File: src/rtl/mrs_seq_pkg.sv
package mrs_seq_pkg;

    localparam int RANKS    = 4;
    localparam int NUM_MR   = 4;
    localparam int RANK_W   = $clog2(RANKS);
    localparam int SLOTS    = RANKS * NUM_MR;
    localparam int SLOT_W   = $clog2(SLOTS) + 1;
    localparam int MR_W     = 16;
    localparam int BA_W     = 3;
    localparam int TMRD_W   = 4;
    localparam int MIN_GAP  = 2;

    typedef struct packed {
        logic [RANKS-1:0] cs_n;
        logic             ras_n;
        logic             cas_n;
        logic             we_n;
        logic [BA_W-1:0]  ba;
        logic [MR_W-1:0]  addr;
    } dram_cmd_t;

    localparam dram_cmd_t IDLE_CMD = '{cs_n: '1, ras_n: 1'b1, cas_n: 1'b1,
                                       we_n: 1'b1, ba: '0, addr: '0};

    typedef enum logic [1:0] {W_IDLE, W_RUN, W_FINISH} walk_state_t;

    // Register visited in each group of the burst: MR2, MR3, MR1, MR0.
    function automatic logic [1:0] group_reg(input logic [1:0] grp);
        case (grp)
            2'd0:    return 2'd2;
            2'd1:    return 2'd3;
            2'd2:    return 2'd1;
            default: return 2'd0;
        endcase
    endfunction

    // First slot at or after 'from' whose rank is enabled; SLOTS if none.
    function automatic logic [SLOT_W-1:0] next_slot(input logic [RANKS-1:0] en,
                                                    input logic [SLOT_W-1:0] from);
        logic [SLOT_W-1:0] found;
        found = SLOT_W'(SLOTS);
        for (int p = SLOTS - 1; p >= 0; p--) begin
            if (SLOT_W'(p) >= from && en[p % RANKS])
                found = SLOT_W'(p);
        end
        return found;
    endfunction

endpackage

File: src/rtl/mode_ack.sv
module mode_ack (
    input  logic clk,
    input  logic rst,
    input  logic mode_req,
    input  logic hold,
    output logic ack
);
    logic req_seen;

    always_ff @(posedge clk) begin
        if (rst) begin
            req_seen <= 1'b0;
            ack      <= 1'b0;
        end else begin
            req_seen <= mode_req;
            ack      <= hold ? 1'b1 : (req_seen & mode_req);
        end
    end
endmodule

File: src/rtl/mrs_slot_walker.sv
module mrs_slot_walker
    import mrs_seq_pkg::*;
(
    input  logic               clk,
    input  logic               rst,
    input  logic               start,
    input  logic [RANKS-1:0]   en,
    input  logic [TMRD_W-1:0]  gap,
    output logic               issue,
    output logic [1:0]         issue_reg,
    output logic [RANK_W-1:0]  issue_rank,
    output logic               busy,
    output logic               done
);
    walk_state_t        state;
    logic [SLOT_W-1:0]  pos;
    logic [TMRD_W-1:0]  cnt;
    logic [TMRD_W-1:0]  gap_eff;
    logic [SLOT_W-1:0]  first_pos;
    logic [SLOT_W-1:0]  after_pos;

    assign gap_eff    = (gap < TMRD_W'(MIN_GAP)) ? TMRD_W'(MIN_GAP) : gap;
    assign first_pos  = next_slot(en, '0);
    assign after_pos  = next_slot(en, pos + 1'b1);
    assign issue      = (state == W_RUN) && (cnt == '0);
    assign issue_reg  = group_reg(pos[RANK_W +: 2]);
    assign issue_rank = pos[RANK_W-1:0];
    assign busy       = (state != W_IDLE);

    always_ff @(posedge clk) begin
        if (rst) begin
            state <= W_IDLE;
            pos   <= '0;
            cnt   <= '0;
            done  <= 1'b0;
        end else begin
            case (state)
                W_IDLE: begin
                    if (start) begin
                        done  <= 1'b0;
                        pos   <= first_pos;
                        cnt   <= '0;
                        state <= (first_pos == SLOT_W'(SLOTS)) ? W_FINISH : W_RUN;
                    end
                end
                W_RUN: begin
                    if (cnt != '0) begin
                        cnt <= cnt - 1'b1;
                    end else if (after_pos == SLOT_W'(SLOTS)) begin
                        state <= W_FINISH;
                    end else begin
                        pos <= after_pos;
                        cnt <= gap_eff - 1'b1;
                    end
                end
                default: begin
                    done  <= 1'b1;
                    state <= W_IDLE;
                end
            endcase
        end
    end
endmodule

File: src/rtl/cmd_bus_drive.sv
module cmd_bus_drive
    import mrs_seq_pkg::*;
(
    input  logic               clk,
    input  logic               rst,
    input  logic               mrs_go,
    input  logic [1:0]         mrs_reg,
    input  logic [RANK_W-1:0]  mrs_rank,
    input  logic [MR_W-1:0]    mrs_val,
    input  logic               raw_go,
    input  logic [RANK_W-1:0]  raw_rank,
    input  logic [2:0]         raw_code,
    input  logic [BA_W-1:0]    raw_ba,
    input  logic [MR_W-1:0]    raw_addr,
    output dram_cmd_t          bus
);
    dram_cmd_t nxt;

    always_comb begin
        nxt = IDLE_CMD;
        if (mrs_go) begin
            nxt.cs_n[mrs_rank] = 1'b0;
            nxt.ras_n          = 1'b0;
            nxt.cas_n          = 1'b0;
            nxt.we_n           = 1'b0;
            nxt.ba             = BA_W'(mrs_reg);
            nxt.addr           = mrs_val;
        end else if (raw_go) begin
            nxt.cs_n[raw_rank] = 1'b0;
            {nxt.ras_n, nxt.cas_n, nxt.we_n} = raw_code;
            nxt.ba             = raw_ba;
            nxt.addr           = raw_addr;
        end
    end

    always_ff @(posedge clk) begin
        if (rst) bus <= IDLE_CMD;
        else     bus <= nxt;
    end
endmodule

File: src/rtl/mrs_cmd_seq.sv
module mrs_cmd_seq
    import mrs_seq_pkg::*;
(
    input  logic                     clk,
    input  logic                     rst,
    input  logic                     cmd_mode_i,
    output logic                     status_cmd_o,
    input  logic [RANKS-1:0]         cs_en_i,
    input  logic [TMRD_W-1:0]        tmrd_i,
    input  logic [SLOTS*MR_W-1:0]    mr_vals_i,
    input  logic                     mrs_req_i,
    output logic                     mrs_done_o,
    input  logic                     cmd_req_i,
    input  logic [RANK_W-1:0]        cmd_cs_i,
    input  logic [2:0]               cmd_cmd_i,
    input  logic [BA_W-1:0]          cmd_ba_i,
    input  logic [MR_W-1:0]          cmd_a_i,
    output logic [RANKS-1:0]         dram_cs_n_o,
    output logic                     dram_ras_n_o,
    output logic                     dram_cas_n_o,
    output logic                     dram_we_n_o,
    output logic [BA_W-1:0]          dram_ba_o,
    output logic [MR_W-1:0]          dram_addr_o
);
    logic              busy;
    logic              mrs_accept;
    logic              raw_accept;
    logic              issue;
    logic [1:0]        issue_reg;
    logic [RANK_W-1:0] issue_rank;
    logic [MR_W-1:0]   issue_val;
    dram_cmd_t         bus;

    assign mrs_accept = mrs_req_i & status_cmd_o & ~busy;
    assign raw_accept = cmd_req_i & status_cmd_o & ~busy & ~mrs_req_i;
    assign issue_val  = mr_vals_i[(int'(issue_reg) * RANKS + int'(issue_rank)) * MR_W +: MR_W];

    mode_ack u_ack (
        .clk      (clk),
        .rst      (rst),
        .mode_req (cmd_mode_i),
        .hold     (busy | mrs_accept),
        .ack      (status_cmd_o)
    );

    mrs_slot_walker u_walk (
        .clk        (clk),
        .rst        (rst),
        .start      (mrs_accept),
        .en         (cs_en_i),
        .gap        (tmrd_i),
        .issue      (issue),
        .issue_reg  (issue_reg),
        .issue_rank (issue_rank),
        .busy       (busy),
        .done       (mrs_done_o)
    );

    cmd_bus_drive u_bus (
        .clk      (clk),
        .rst      (rst),
        .mrs_go   (issue),
        .mrs_reg  (issue_reg),
        .mrs_rank (issue_rank),
        .mrs_val  (issue_val),
        .raw_go   (raw_accept),
        .raw_rank (cmd_cs_i),
        .raw_code (cmd_cmd_i),
        .raw_ba   (cmd_ba_i),
        .raw_addr (cmd_a_i),
        .bus      (bus)
    );

    assign dram_cs_n_o  = bus.cs_n;
    assign dram_ras_n_o = bus.ras_n;
    assign dram_cas_n_o = bus.cas_n;
    assign dram_we_n_o  = bus.we_n;
    assign dram_ba_o    = bus.ba;
    assign dram_addr_o  = bus.addr;
endmodule

File: config.mk
export PLATFORM = sky130hd
export DESIGN_NAME = mrs_cmd_seq
export DESIGN_NICKNAME = d
export VERILOG_FILES = /design/src/rtl/mrs_seq_pkg.sv /design/src/rtl/mode_ack.sv /design/src/rtl/mrs_slot_walker.sv /design/src/rtl/cmd_bus_drive.sv /design/src/rtl/mrs_cmd_seq.sv
export SDC_FILE = /design/constraint.sdc
export NUM_CORES = 1
export LEC_CHECK = 0
export BUFFER_PORTS_ARGS = -buffer_cell sky130_fd_sc_hd__buf_2
export CORE_AREA = 5 5 121 123
export DETAILED_ROUTE_END_ITERATION = 16
export DIE_AREA = 0 0 126 128
export GPL_ROUTABILITY_DRIVEN = 0
export PLACE_DENSITY = 0.73
export REMOVE_ABC_BUFFERS = 1
export SYNTH_ARGS = -nofsm -noshare
export SYNTH_HDL_FRONTEND = slang
export SYNTH_HIERARCHICAL = 1
export SYNTH_SLANG_ARGS = --single-unit
File: constraint.sdc
create_clock -name clk -period 4.02 [get_ports clk]
set_clock_uncertainty 0.05 [all_clocks]
set_input_delay 0.804 -clock clk [delete_from_list [all_inputs] [get_ports clk]]
set_output_delay 0.804 -clock clk [all_outputs]
set_load 0.02 [all_outputs]
==> impl_metrics.yaml <==
die:
  rows: 43
  die_h_um: 128
  die_w_um: 126
  start_util: 0.3207
  core_um2: 13560
  pin_count: 321
  fp.dieArea_um2: 16130
timing:
  period_share: 0.8115
  worstMarginPinSlew_ps: 963.2
  maxSlewHeadroom: 0.3549
  final-hold-violation-count: 0
  finalWorstSetupSlack_ps: 757.7
  rsz0062_at_grt: "false"
  min_period_ps: 3262
  holdWs_ps: 429.6
  maxSlewViolCount: 0
  setup_viol: 0
  max_freq_mhz: 306.5
setup_path:
  max_stage_delay_ps: 790
  crit_chain: "ha_1, or4b_4, o21a_1, o21a_4, or4_4, a41oi_2, a311oi_2"
  startpoint_type: "register"
  path_class: "reg -> reg"
  critPathSlowestCell: "dfxtp_4"
  cp_num_buf_inv: 0
  end_kind: "register"
  crit_required_ps: 4130
  path_max_fanout: 44
  path_delay_family: "simple AND/OR/NAND/NOR gates"
  crit_arrival_ps: 3370
yosys:
  synthCells: 399
  async_flop_share: 0
  yosys_warnings: 6
  yosysTopAreaCell: "mux4_2"
  synth-xor-area-share: 0.01007
  syn_area_per_cell_um2: 10.90
  ys_types: 69
  synth_top_cells_by_area: "mux4_2 28%, dfxtp_1 18%, mux4_1 6.0%, a22oi_1 5.7%, a22o_1 3.4%"
  ys_ff_latch: 40
  yosys-top-cells-count: "54 x mux4_2, 40 x dfxtp_1, 33 x a22oi_1"
  ys_seq_area_frac: 0.1842
  netlist_area_um2: 4348
  synth_top_family_by_area: "multiplexers"
  synth-simple-area-share: 0.1471
  muxShareOfSynthArea: 0.3401
  synth_edf_count: 0
  synth.most_common_cell: "mux4_2"
  synth_fa_ha_area_frac: 0.02014
  yosys.area.top_type_share: 0.2797
  synth_compound_area_frac: 0.2271
  synth_ff_type: "dfxtp_1"
place:
  dp_slack_ps: 744.0
  dp_hpwl_um: 15040
  port-buffer-count: 320
  place_inst: 866
  place_area_um2: 5956
cells_and_area:
  finalNonFillerCells: 875
  final_cell_area_um2: 6128
  final_nets: 993
  syn_to_final_growth_pct: 40.95
  drive_above_1_share: 0.5865
global_routing:
  grt_pass1_vias: 5118
  grt_pass1_wl_um: 27610
  antenna_found_initial: 7
  grt_usage: 0.2166
  grt_remaining_overflow: 0
  grt_max_degree: 45
pwr:
  power_leakage_nw: 2.711
  power_frac_clock: 0.370
  netSwitchingFraction: 0.2883
  combPwrFrac: 0.310
  power_density_nw_per_um2: 216.2
  internal-power_w: 0.0009428
  power_frac_seq: 0.320
  p_switching_w: 0.0003820
  worst_ir_drop_vdd_mv: 0.1378
cts:
  cts_made_buffers: 5
  cts-root-buf: "clkbuf_16"
  post_cts_resized: 0
  clk_pin_slew_ps: 70
  post_cts_buffers: 0
  cts_tree: "yes"
  clkSinkCount: 40
  htree_num_levels: 2
  clk_latency_ps: 290
  clk_path_buf_depth: 2
  hold_buffers: 0
drt:
  wl_met1_um: 6672
  wire_per_inst_um: 21.21
  drtIter0Drc: 265
  route.met2.wl_um: 9775
  ant_nets: 0
  via_count: 4933
  postRouteWirelength_um: 18560
  route.met3.wl_um: 1554
  top_layer: "met5"
  drt_first_pass_iters: 5
  via_per_inst: 5.638
  drc_errors: 0
flow_run:
  cap_violations: 0
hold_path:
  hp-class: "reg -> reg"
run_status:
  status: "complete, no violations"
-- power by group through the flow --
| stage | Sequential, W | Clock (W) | Combinational (W) |
|---|---|---|---|
| final | 0.000424 | 0.000490 | 0.000410 |
| after global routing | 0.000427 | 0.000517 | 0.000443 |
| after CTS | 0.000425 | 0.000502 | 0.000410 |
| after detailed placement | 0.000434 | 0 | 0.000408 |
| after global placement | 0.000433 | 0 | 0.000399 |
| after floorplan | 0.000448 | 0 | 0.000199 |
-- sequential cells by signal, summed over array words and instances (netlist names) --
register,count
u_bus/bus,26
u_walk/pos,5
u_walk/cnt,4
u_walk/state,2
u_ack/ack,1
u_ack/req_seen,1
u_walk/done,1
-- metal layers --
layer | track usage | vias to the layer above
met5 | 0 | -
met4 | 0.06183 | 12
met3 | 0.06292 | 49
met2 | 0.3875 | 243
met1 | 0.2526 | 2379
li1 | - | 2250
-- kinds of logic after synthesis --
| family | count (synthesis) |
|---|---|
| XOR/XNOR | 5 |
| multiplexers | 64 |
| buffers and inverters | 47 |
| flip-flops | 40 |
| AO/OA/AOI/OAI | 125 |
| adder cells (fa/ha/maj) | 7 |
| AND/OR/NAND/NOR | 111 |
-- cells in the final DEF (no fill, tap or decap), drive strengths merged, types with 6 or more instances in the layout --
master / synthesis / layout
buf: 25 / 327
mux4: 64 / 64
dfxtp: 40 / 40
a22oi: 33 / 33
nand2: 32 / 32
a22o: 19 / 19
nor2: 17 / 17
a21oi: 17 / 17
nor2b: 11 / 11
o21ai: 9 / 9
inv: 7 / 9
nand2b: 7 / 7
ha: 7 / 7
nand3: 6 / 6
-- layout make-up --
class                   count  area, um^2
clock buffers               5       125.1
multi-input cells         312        3242
diodes                      1       2.502
fillers                  1346        7430
repair buffers            327        1654
clock inverters             3       45.04
well taps                 180       225.2
inverters                   7       26.28
flip-flops and latches     40       808.3
-- worst paths after layout --
path	end	start	slack, ps	cells past startpoint
max	u_walk/cnt[3]	u_walk/pos[0]	760	7
min	u_ack/ack	u_ack/req_seen	430	2
max reg2reg	u_walk/cnt[3]	u_walk/pos[0]	760	7
min reg2reg	u_ack/ack	u_ack/req_seen	430	2
-- worst min-delay path, stage by stage (launching register included) --
cell and delay [ps]:
dfxtp_1 320, a21oi_1 60, nor2_1 70
-- through the flow --
step                      utilization  TNS (ps)   power, W
after floorplan                     -    -14840  0.0006470
after global placement         0.4393         0  0.0008326
after detailed placement       0.4393         0  0.0008412
after CTS                      0.4518         0   0.001336
after global routing           0.4520         0   0.001387
final                          0.4520         0   0.001325
(Power assumes the default switching activity.)
